File: src/rtl/pulse_tone_pkg.sv
`timescale 1ns/1ps
package pulse_tone_pkg;

    localparam int STEP_W  = 3;
    localparam int PAT_W   = 1 << STEP_W;
    localparam int SEL_W   = 2;
    localparam int NUM_PAT = 1 << SEL_W;

    // Position 0 is the most significant bit of each pattern.
    function automatic logic [PAT_W-1:0] duty_pattern(input logic [SEL_W-1:0] sel);
        logic [PAT_W-1:0] p;
        case (sel)
            2'd0:    p = 8'b0000_0001;
            2'd1:    p = 8'b1000_0001;
            2'd2:    p = 8'b1000_0111;
            default: p = 8'b0111_1110;
        endcase
        return p;
    endfunction

endpackage

File: src/rtl/pulse_tone_regs.sv
`timescale 1ns/1ps
module pulse_tone_regs #(
    parameter int PERIOD_W = 11,
    parameter int BYTE_W   = 8,
    parameter int LEN_BIT  = 6,
    parameter int TRIG_BIT = 7
) (
    input  logic                clk,
    input  logic                rst_n,
    input  logic                wr_lo,
    input  logic                wr_hi,
    input  logic [BYTE_W-1:0]   wr_data,
    input  logic                chan_off,
    output logic [PERIOD_W-1:0] period,
    output logic                len_en,
    output logic                active
);
    localparam int HI_W = PERIOD_W - BYTE_W;

    typedef struct packed {
        logic [PERIOD_W-1:0] period;
        logic                len_en;
        logic                active;
    } regs_t;

    regs_t st_d, st_q;
    logic  data_unused;

    assign data_unused = ^wr_data;

    always_comb begin
        st_d = st_q;
        if (wr_lo) begin
            st_d.period[BYTE_W-1:0] = wr_data;
        end
        if (wr_hi) begin
            st_d.period[PERIOD_W-1:BYTE_W] = wr_data[HI_W-1:0];
            if (wr_data[LEN_BIT]) begin
                st_d.len_en = 1'b1;
            end
        end
        if (chan_off) begin
            st_d.active = 1'b0;
        end
        // Trigger takes priority over a same-cycle shut-off.
        if (wr_hi && wr_data[TRIG_BIT]) begin
            st_d.active = 1'b1;
        end
    end

    always_ff @(posedge clk or negedge rst_n) begin
        if (!rst_n) begin
            st_q <= '0;
        end else begin
            st_q <= st_d;
        end
    end

    assign period = st_q.period;
    assign len_en = st_q.len_en;
    assign active = st_q.active;
endmodule

File: src/rtl/pulse_tone_timer.sv
`timescale 1ns/1ps
module pulse_tone_timer #(
    parameter int PERIOD_W = 11,
    parameter int SHIFT    = 2
) (
    input  logic                clk,
    input  logic                rst_n,
    input  logic                tick,
    input  logic [PERIOD_W-1:0] period,
    output logic                expire
);
    localparam int TIMER_W = PERIOD_W + SHIFT + 1;
    localparam logic [PERIOD_W:0] SPAN_TOP = (PERIOD_W+1)'(1) << PERIOD_W;

    typedef struct packed {
        logic [TIMER_W-1:0] cnt;
    } tmr_t;

    tmr_t               tm_d, tm_q;
    logic [PERIOD_W:0]  span;
    logic [TIMER_W-1:0] reload;
    logic [TIMER_W-1:0] dec;

    always_comb begin
        span   = SPAN_TOP - {1'b0, period};
        reload = TIMER_W'(span) << SHIFT;
        dec    = (tm_q.cnt == '0) ? '0 : (tm_q.cnt - TIMER_W'(1));
        expire = tick && (dec == '0);
        tm_d   = tm_q;
        if (tick) begin
            tm_d.cnt = expire ? reload : dec;
        end
    end

    always_ff @(posedge clk or negedge rst_n) begin
        if (!rst_n) begin
            tm_q <= '0;
        end else begin
            tm_q <= tm_d;
        end
    end
endmodule

File: src/rtl/pulse_tone_seq.sv
`timescale 1ns/1ps
module pulse_tone_seq
    import pulse_tone_pkg::*;
#(
    parameter int AMP_W = 4
) (
    input  logic             clk,
    input  logic             rst_n,
    input  logic             expire,
    input  logic             active,
    input  logic [SEL_W-1:0] duty_sel,
    input  logic [AMP_W-1:0] volume,
    output logic [AMP_W-1:0] amp
);
    localparam logic [STEP_W-1:0] LAST_POS = STEP_W'(PAT_W - 1);

    typedef struct packed {
        logic [STEP_W-1:0] pos;
        logic [AMP_W-1:0]  amp;
    } seq_t;

    seq_t              sq_d, sq_q;
    logic [PAT_W-1:0]  pat_tbl [NUM_PAT];
    logic [PAT_W-1:0]  cur_pat;
    logic [STEP_W-1:0] bit_idx;
    logic              duty_bit;

    for (genvar g = 0; g < NUM_PAT; g++) begin : g_pat
        assign pat_tbl[g] = duty_pattern(SEL_W'(g));
    end

    always_comb begin
        cur_pat  = pat_tbl[duty_sel];
        bit_idx  = LAST_POS - sq_q.pos;
        duty_bit = cur_pat[bit_idx];
        sq_d     = sq_q;
        if (expire) begin
            sq_d.amp = (active && duty_bit) ? volume : '0;
            sq_d.pos = sq_q.pos + STEP_W'(1);
        end
    end

    always_ff @(posedge clk or negedge rst_n) begin
        if (!rst_n) begin
            sq_q <= '0;
        end else begin
            sq_q <= sq_d;
        end
    end

    assign amp = sq_q.amp;
endmodule

File: src/rtl/pulse_tone_gen.sv
`timescale 1ns/1ps
module pulse_tone_gen
    import pulse_tone_pkg::*;
#(
    parameter int PERIOD_W = 11,
    parameter int BYTE_W   = 8,
    parameter int AMP_W    = 4,
    parameter int SHIFT    = 2
) (
    input  logic              clk,
    input  logic              rst_n,
    input  logic              tick,
    input  logic              wr_lo,
    input  logic              wr_hi,
    input  logic [BYTE_W-1:0] wr_data,
    input  logic [SEL_W-1:0]  duty_sel,
    input  logic [AMP_W-1:0]  volume,
    input  logic              chan_off,
    output logic [AMP_W-1:0]  amp,
    output logic              len_en,
    output logic              active
);
    logic [PERIOD_W-1:0] period;
    logic                expire;

    pulse_tone_regs #(
        .PERIOD_W(PERIOD_W),
        .BYTE_W  (BYTE_W)
    ) regs_i (
        .clk     (clk),
        .rst_n   (rst_n),
        .wr_lo   (wr_lo),
        .wr_hi   (wr_hi),
        .wr_data (wr_data),
        .chan_off(chan_off),
        .period  (period),
        .len_en  (len_en),
        .active  (active)
    );

    pulse_tone_timer #(
        .PERIOD_W(PERIOD_W),
        .SHIFT   (SHIFT)
    ) timer_i (
        .clk   (clk),
        .rst_n (rst_n),
        .tick  (tick),
        .period(period),
        .expire(expire)
    );

    pulse_tone_seq #(
        .AMP_W(AMP_W)
    ) seq_i (
        .clk     (clk),
        .rst_n   (rst_n),
        .expire  (expire),
        .active  (active),
        .duty_sel(duty_sel),
        .volume  (volume),
        .amp     (amp)
    );
endmodule

File: config.mk
export PLATFORM = sky130hd
export DESIGN_NAME = pulse_tone_gen
export DESIGN_NICKNAME = d
export VERILOG_FILES = /design/src/rtl/pulse_tone_pkg.sv /design/src/rtl/pulse_tone_regs.sv /design/src/rtl/pulse_tone_timer.sv /design/src/rtl/pulse_tone_seq.sv /design/src/rtl/pulse_tone_gen.sv
export SDC_FILE = /design/constraint.sdc
export NUM_CORES = 1
export LEC_CHECK = 0
export BUFFER_PORTS_ARGS = -buffer_cell sky130_fd_sc_hd__buf_2
export CORE_ASPECT_RATIO = 0.6
export CORE_MARGIN = 2
export CORE_UTILIZATION = 52
export DETAILED_ROUTE_END_ITERATION = 16
export PLACE_DENSITY = 0.79
export SYNTH_ARGS = -nofsm -noshare
export SYNTH_HDL_FRONTEND = slang
export SYNTH_SLANG_ARGS = --single-unit
File: constraint.sdc
create_clock -name clk -period 2.72 [get_ports clk]
set_input_delay 0.136 -clock clk [delete_from_list [all_inputs] [get_ports clk]]
set_output_delay 0.136 -clock clk [all_outputs]
set_load 0.01 [all_outputs]
==> results <==
- Data on the critical path arrives at its endpoint at 2.84 ns.
- The total stage count of the critical path is 10.
- By area the synthesized netlist is led by sky130_fd_sc_hd__dfrtp_1 41%, sky130_fd_sc_hd__mux2_2 5.4%, sky130_fd_sc_hd__o21ai_0 4.1%, sky130_fd_sc_hd__nand2_1 4.0%, sky130_fd_sc_hd__mux2i_1 3.9%.
- The mean routed wirelength per cell is 15.7 um.
- The count of antenna-violating nets left after detailed routing is 0.
- The cell at the slowest stage of the critical path is sky130_fd_sc_hd__dfrtp_1.
- After detailed routing, the number of vias per cell comes to 5.77.
- The number of nets handed over by synthesis was 238.
- The placed cell count is 283.
- The tightest min-delay check is of the input pin to register type.
- Counting flops with a built-in enable in the synthesized netlist gives 0.
- For this block, the routed nets add up to 4610 um of wire.
- Among all flip-flop cells after synthesis, the most frequent one is sky130_fd_sc_hd__dfrtp_1.
- The worst-case clock skew is 0.00337 ns.
- In this run the mean area of a mapped cell was 9.72 sq um.
- The final count of pins violating max slew is 0.
- The insertion delay to the later sink of the worst-skew pair is 0.29 ns.
- The Yosys step of the flow raised 0 warnings.
- The starting density of the core is 55.3%.
- For the pin with the worst max-slew slack, the measured transition is 0.765 ns.
- The final core utilization is 64.3%.
- In the routed design, unresolved DRC markers number 0.
- Sequential cells were found to cover 41.1% of the synthesized design area.
- The kind of critical path is register to register.
- The proportion of layout cells with a drive suffix above 1 is 24.4%.
- The flow ran to the end, and the final reports show no timing, DRC or antenna violations.
- The DRC marker count from the first detailed-route iteration is 114.
- The critical path goes through inv_1, ha_1, nor4bb_1, nand2_1, o32ai_1, a21oi_1, buf_4, nor4_4, buf_4, mux2i_1.
- Summed over all layers, the global routing overflow is 0.
- The number of gates resized after CTS was 0.
- TritonCTS built the clock tree.
- The final weighted congestion in routability-driven placement is 0.910.
- Global routing used 22.4% of the available tracks across all layers.
- The clock root buffer master is sky130_fd_sc_hd__clkbuf_8.
- The buffer levels on the longest clock path is 2.
- Headroom to the max-slew limit came out at 49.0%.
- The hold violation count in the final report is 0.
- The first global-routing pass estimated 7510 um of wire.
- The worst path uses 97.0% of the clock period.
- The post-synthesis async set-or-reset flop share is 100%.
- The clock period could shrink to 2.64 ns.
- The count of buffers added on input and output ports is 25.
- The power density over cell area is 761 nW/um^2.
- The cell row count is 17.
- Pin placement for this block handled 26 I/O pins.
- VDD sags by at most 454 uV.
- Of all cell types, the one taking the most synthesized area is sky130_fd_sc_hd__dfrtp_1.
- Yosys instantiated no cell more often than sky130_fd_sc_hd__dfrtp_1.
- In this run, distinct cell masters in the synthesized netlist total 48.
- On the final layout, the worst hold slack is 0.0121 ns.
- The repair_antennas step left the layout with diodes totalling 0.
- Counting instances, the worst hold path has a depth of 2.
- The post-synthesis sequential element count is 34.
- Synthesis produced 213 cells.
- The element type at the critical path start is a register.
- The tree built by TritonCTS fans out to 34 sinks.
- Max-cap violations in this run came to 0.
- For this run, the slowest stage of the critical path takes 0.38 ns.
- The total area inside the core boundary comes to 3740 sq um.
- The floorplan step set the die height to 52.9 um.
- The number of cells on the worst reg-to-reg path is 10.
- Once layout is complete, the cells apart from fillers number 293.
- For this block, the via count after detailed routing is 1691.
- The cell area that synthesis handed to floorplanning was 2070 sq um.
- The most numerous cell type found on the critical path is sky130_fd_sc_hd__buf_4.
- After the last flow step, the layout net total stands at 270.
- Broken down by cell family, the worst path's largest delay share belongs to simple AND/OR/NAND/NOR gates.
- In this run the static leakage power is 1.04 nW.
- The clock buffer count from CTS is 5.
- The area growth from synthesis to final layout is 16.2%.
- Detailed placement ended at an HPWL of 3450 um.
- The H-tree generated during clock tree synthesis spans 2 levels.
- The initial antenna violation count is 0.
- After synthesis, the most frequently instantiated cells are 34 x sky130_fd_sc_hd__dfrtp_1, 22 x sky130_fd_sc_hd__nand2_1, 17 x sky130_fd_sc_hd__o21ai_0, 16 x sky130_fd_sc_hd__nor2_1, 12 x sky130_fd_sc_hd__inv_1.
- The design draws 1.83 mW.
- The CTS clock-pin slew for the worst setup and hold paths is 0.07 ns.
- Static timing analysis puts the maximum clock frequency at 379 MHz.
- The via count of the first global-routing pass was 1522.
- Of all nets on the critical path, the largest fanout is 7.
- Setup violations remaining at the end of the flow were counted as 0.
- After synthesis, the largest area contributor takes up 41.1% of total cell area.
- The floorplan step defined a die boundary enclosing 4520 sq um.
- The pre-antenna-repair detailed-routing pass consisted of 4 iterations.
- The largest net degree at the start of global routing is 35.
- Adding up every negative setup slack in the final design gives 0 ns.
- The count of buffering cells on the critical path with inverters included is 3.
- The die boundary width is 85.5 um.
- Data on the critical path is required at its endpoint by 2.92 ns.
- STA classifies the critical path endpoint as a register.
## kinds of logic (layout without fill, tap and decap cells)
| logic type | after synthesis | count (layout) | share of synthesized area, % |
|---|---|---|---|
| AOI/OAI and AO/OA | 43 | 43 | 13.7 |
| xor gates and xnor gates | 12 | 12 | 5.08 |
| adders and majority gates | 5 | 5 | 3.02 |
| buffers and inverters | 22 | 55 | 5.50 |
| DFF | 34 | 34 | 41.1 |
| muxes | 19 | 19 | 10.0 |
| and+or+nand+nor | 78 | 78 | 21.6 |
## worst register-to-register path, delay by kind of cell, from the launching register on
family,cells,cell delay [ns]
muxes,1,0.25
DFF,1,0.38
AOI/OAI and AO/OA,2,0.44
buffers and inverters,3,0.49
adders and majority gates,1,0.29
and+or+nand+nor,3,0.72
## worst paths after layout
check	from	endpoint	slack [ns]
max	timer_i.tm_q[0]$_DFFE_PN0P_	seq_i.amp[0]$_DFFE_PN0P_	0.08
min	chan_off	regs_i.active$_DFFE_PN0P_	0.01
max reg2reg	timer_i.tm_q[0]$_DFFE_PN0P_	seq_i.amp[0]$_DFFE_PN0P_	0.08
min reg2reg	regs_i.len_en$_DFFE_PN0P_	regs_i.len_en$_DFFE_PN0P_	0.46
max in group asynchronous	rst_n	seq_i.sq_q[6]$_DFFE_PN0P_	1.78
min in group asynchronous	rst_n	timer_i.tm_q[1]$_DFFE_PN0P_	0.45
## per-layer routing
layer  GRT usage (%)  up-vias  routed length, um
met5               0        -                  0
met4            7.14        0                 30
met3            5.93        4                339
met2            32.9       62               1940
met1            32.3      798               2300
li1                -      827                  -
## cell usage in the layout (no fill, tap or decap), drive strengths merged, types with 4 or more instances in the layout
master	count
xnor2	9
nand2	22
mux2i	8
nor2	16
mux2	11
clkbuf	6
buf	34
o21ai	17
inv	12
nor4	4
ha	5
nor3	11
dfrtp	34
a21oi	6
nand3	5
## report_power, final
| part | internal, mW | switching (mW) | total (mW) |
|---|---|---|---|
| clock network | 0.391 | 0.191 | 0.581 |
| registers | 0.605 | 0.179 | 0.783 |
| logic | 0.226 | 0.241 | 0.467 |
## area by class of cell
type	count	area, sq um
clock inverters	2	60.1
multi-input cells	157	1110
clock buffers	6	82.6
flip-flops and latches	34	851
repair buffers	35	203
inverters	12	45.0
fillers	324	1340
well taps	47	58.8
## sequential cells by signal, indices dropped and copies added, names as in the netlist
register and count:
seq_i.amp 4, seq_i.sq_q 3, timer_i.tm_q 14, regs_i.active 1, regs_i.period 11, regs_i.len_en 1
## metrics by stage
stage	cell area (sq um)	worst slack (ns)
after floorplan	2070	0.184
after global placement	2250	0.227
after detailed placement	2250	0.106
after CTS	2400	0.0934
after global routing	2410	-0.0277
final	2410	0.0809
## timing repair
item | 4_1_cts | 5_1_grt
endpoints found under the setup margin | 0 | 1
buffers inserted | 0 | 1
hold buffers | 1 | 0
endpoints found under the hold margin | 34 | 0
(Power assumes the default switching activity.)
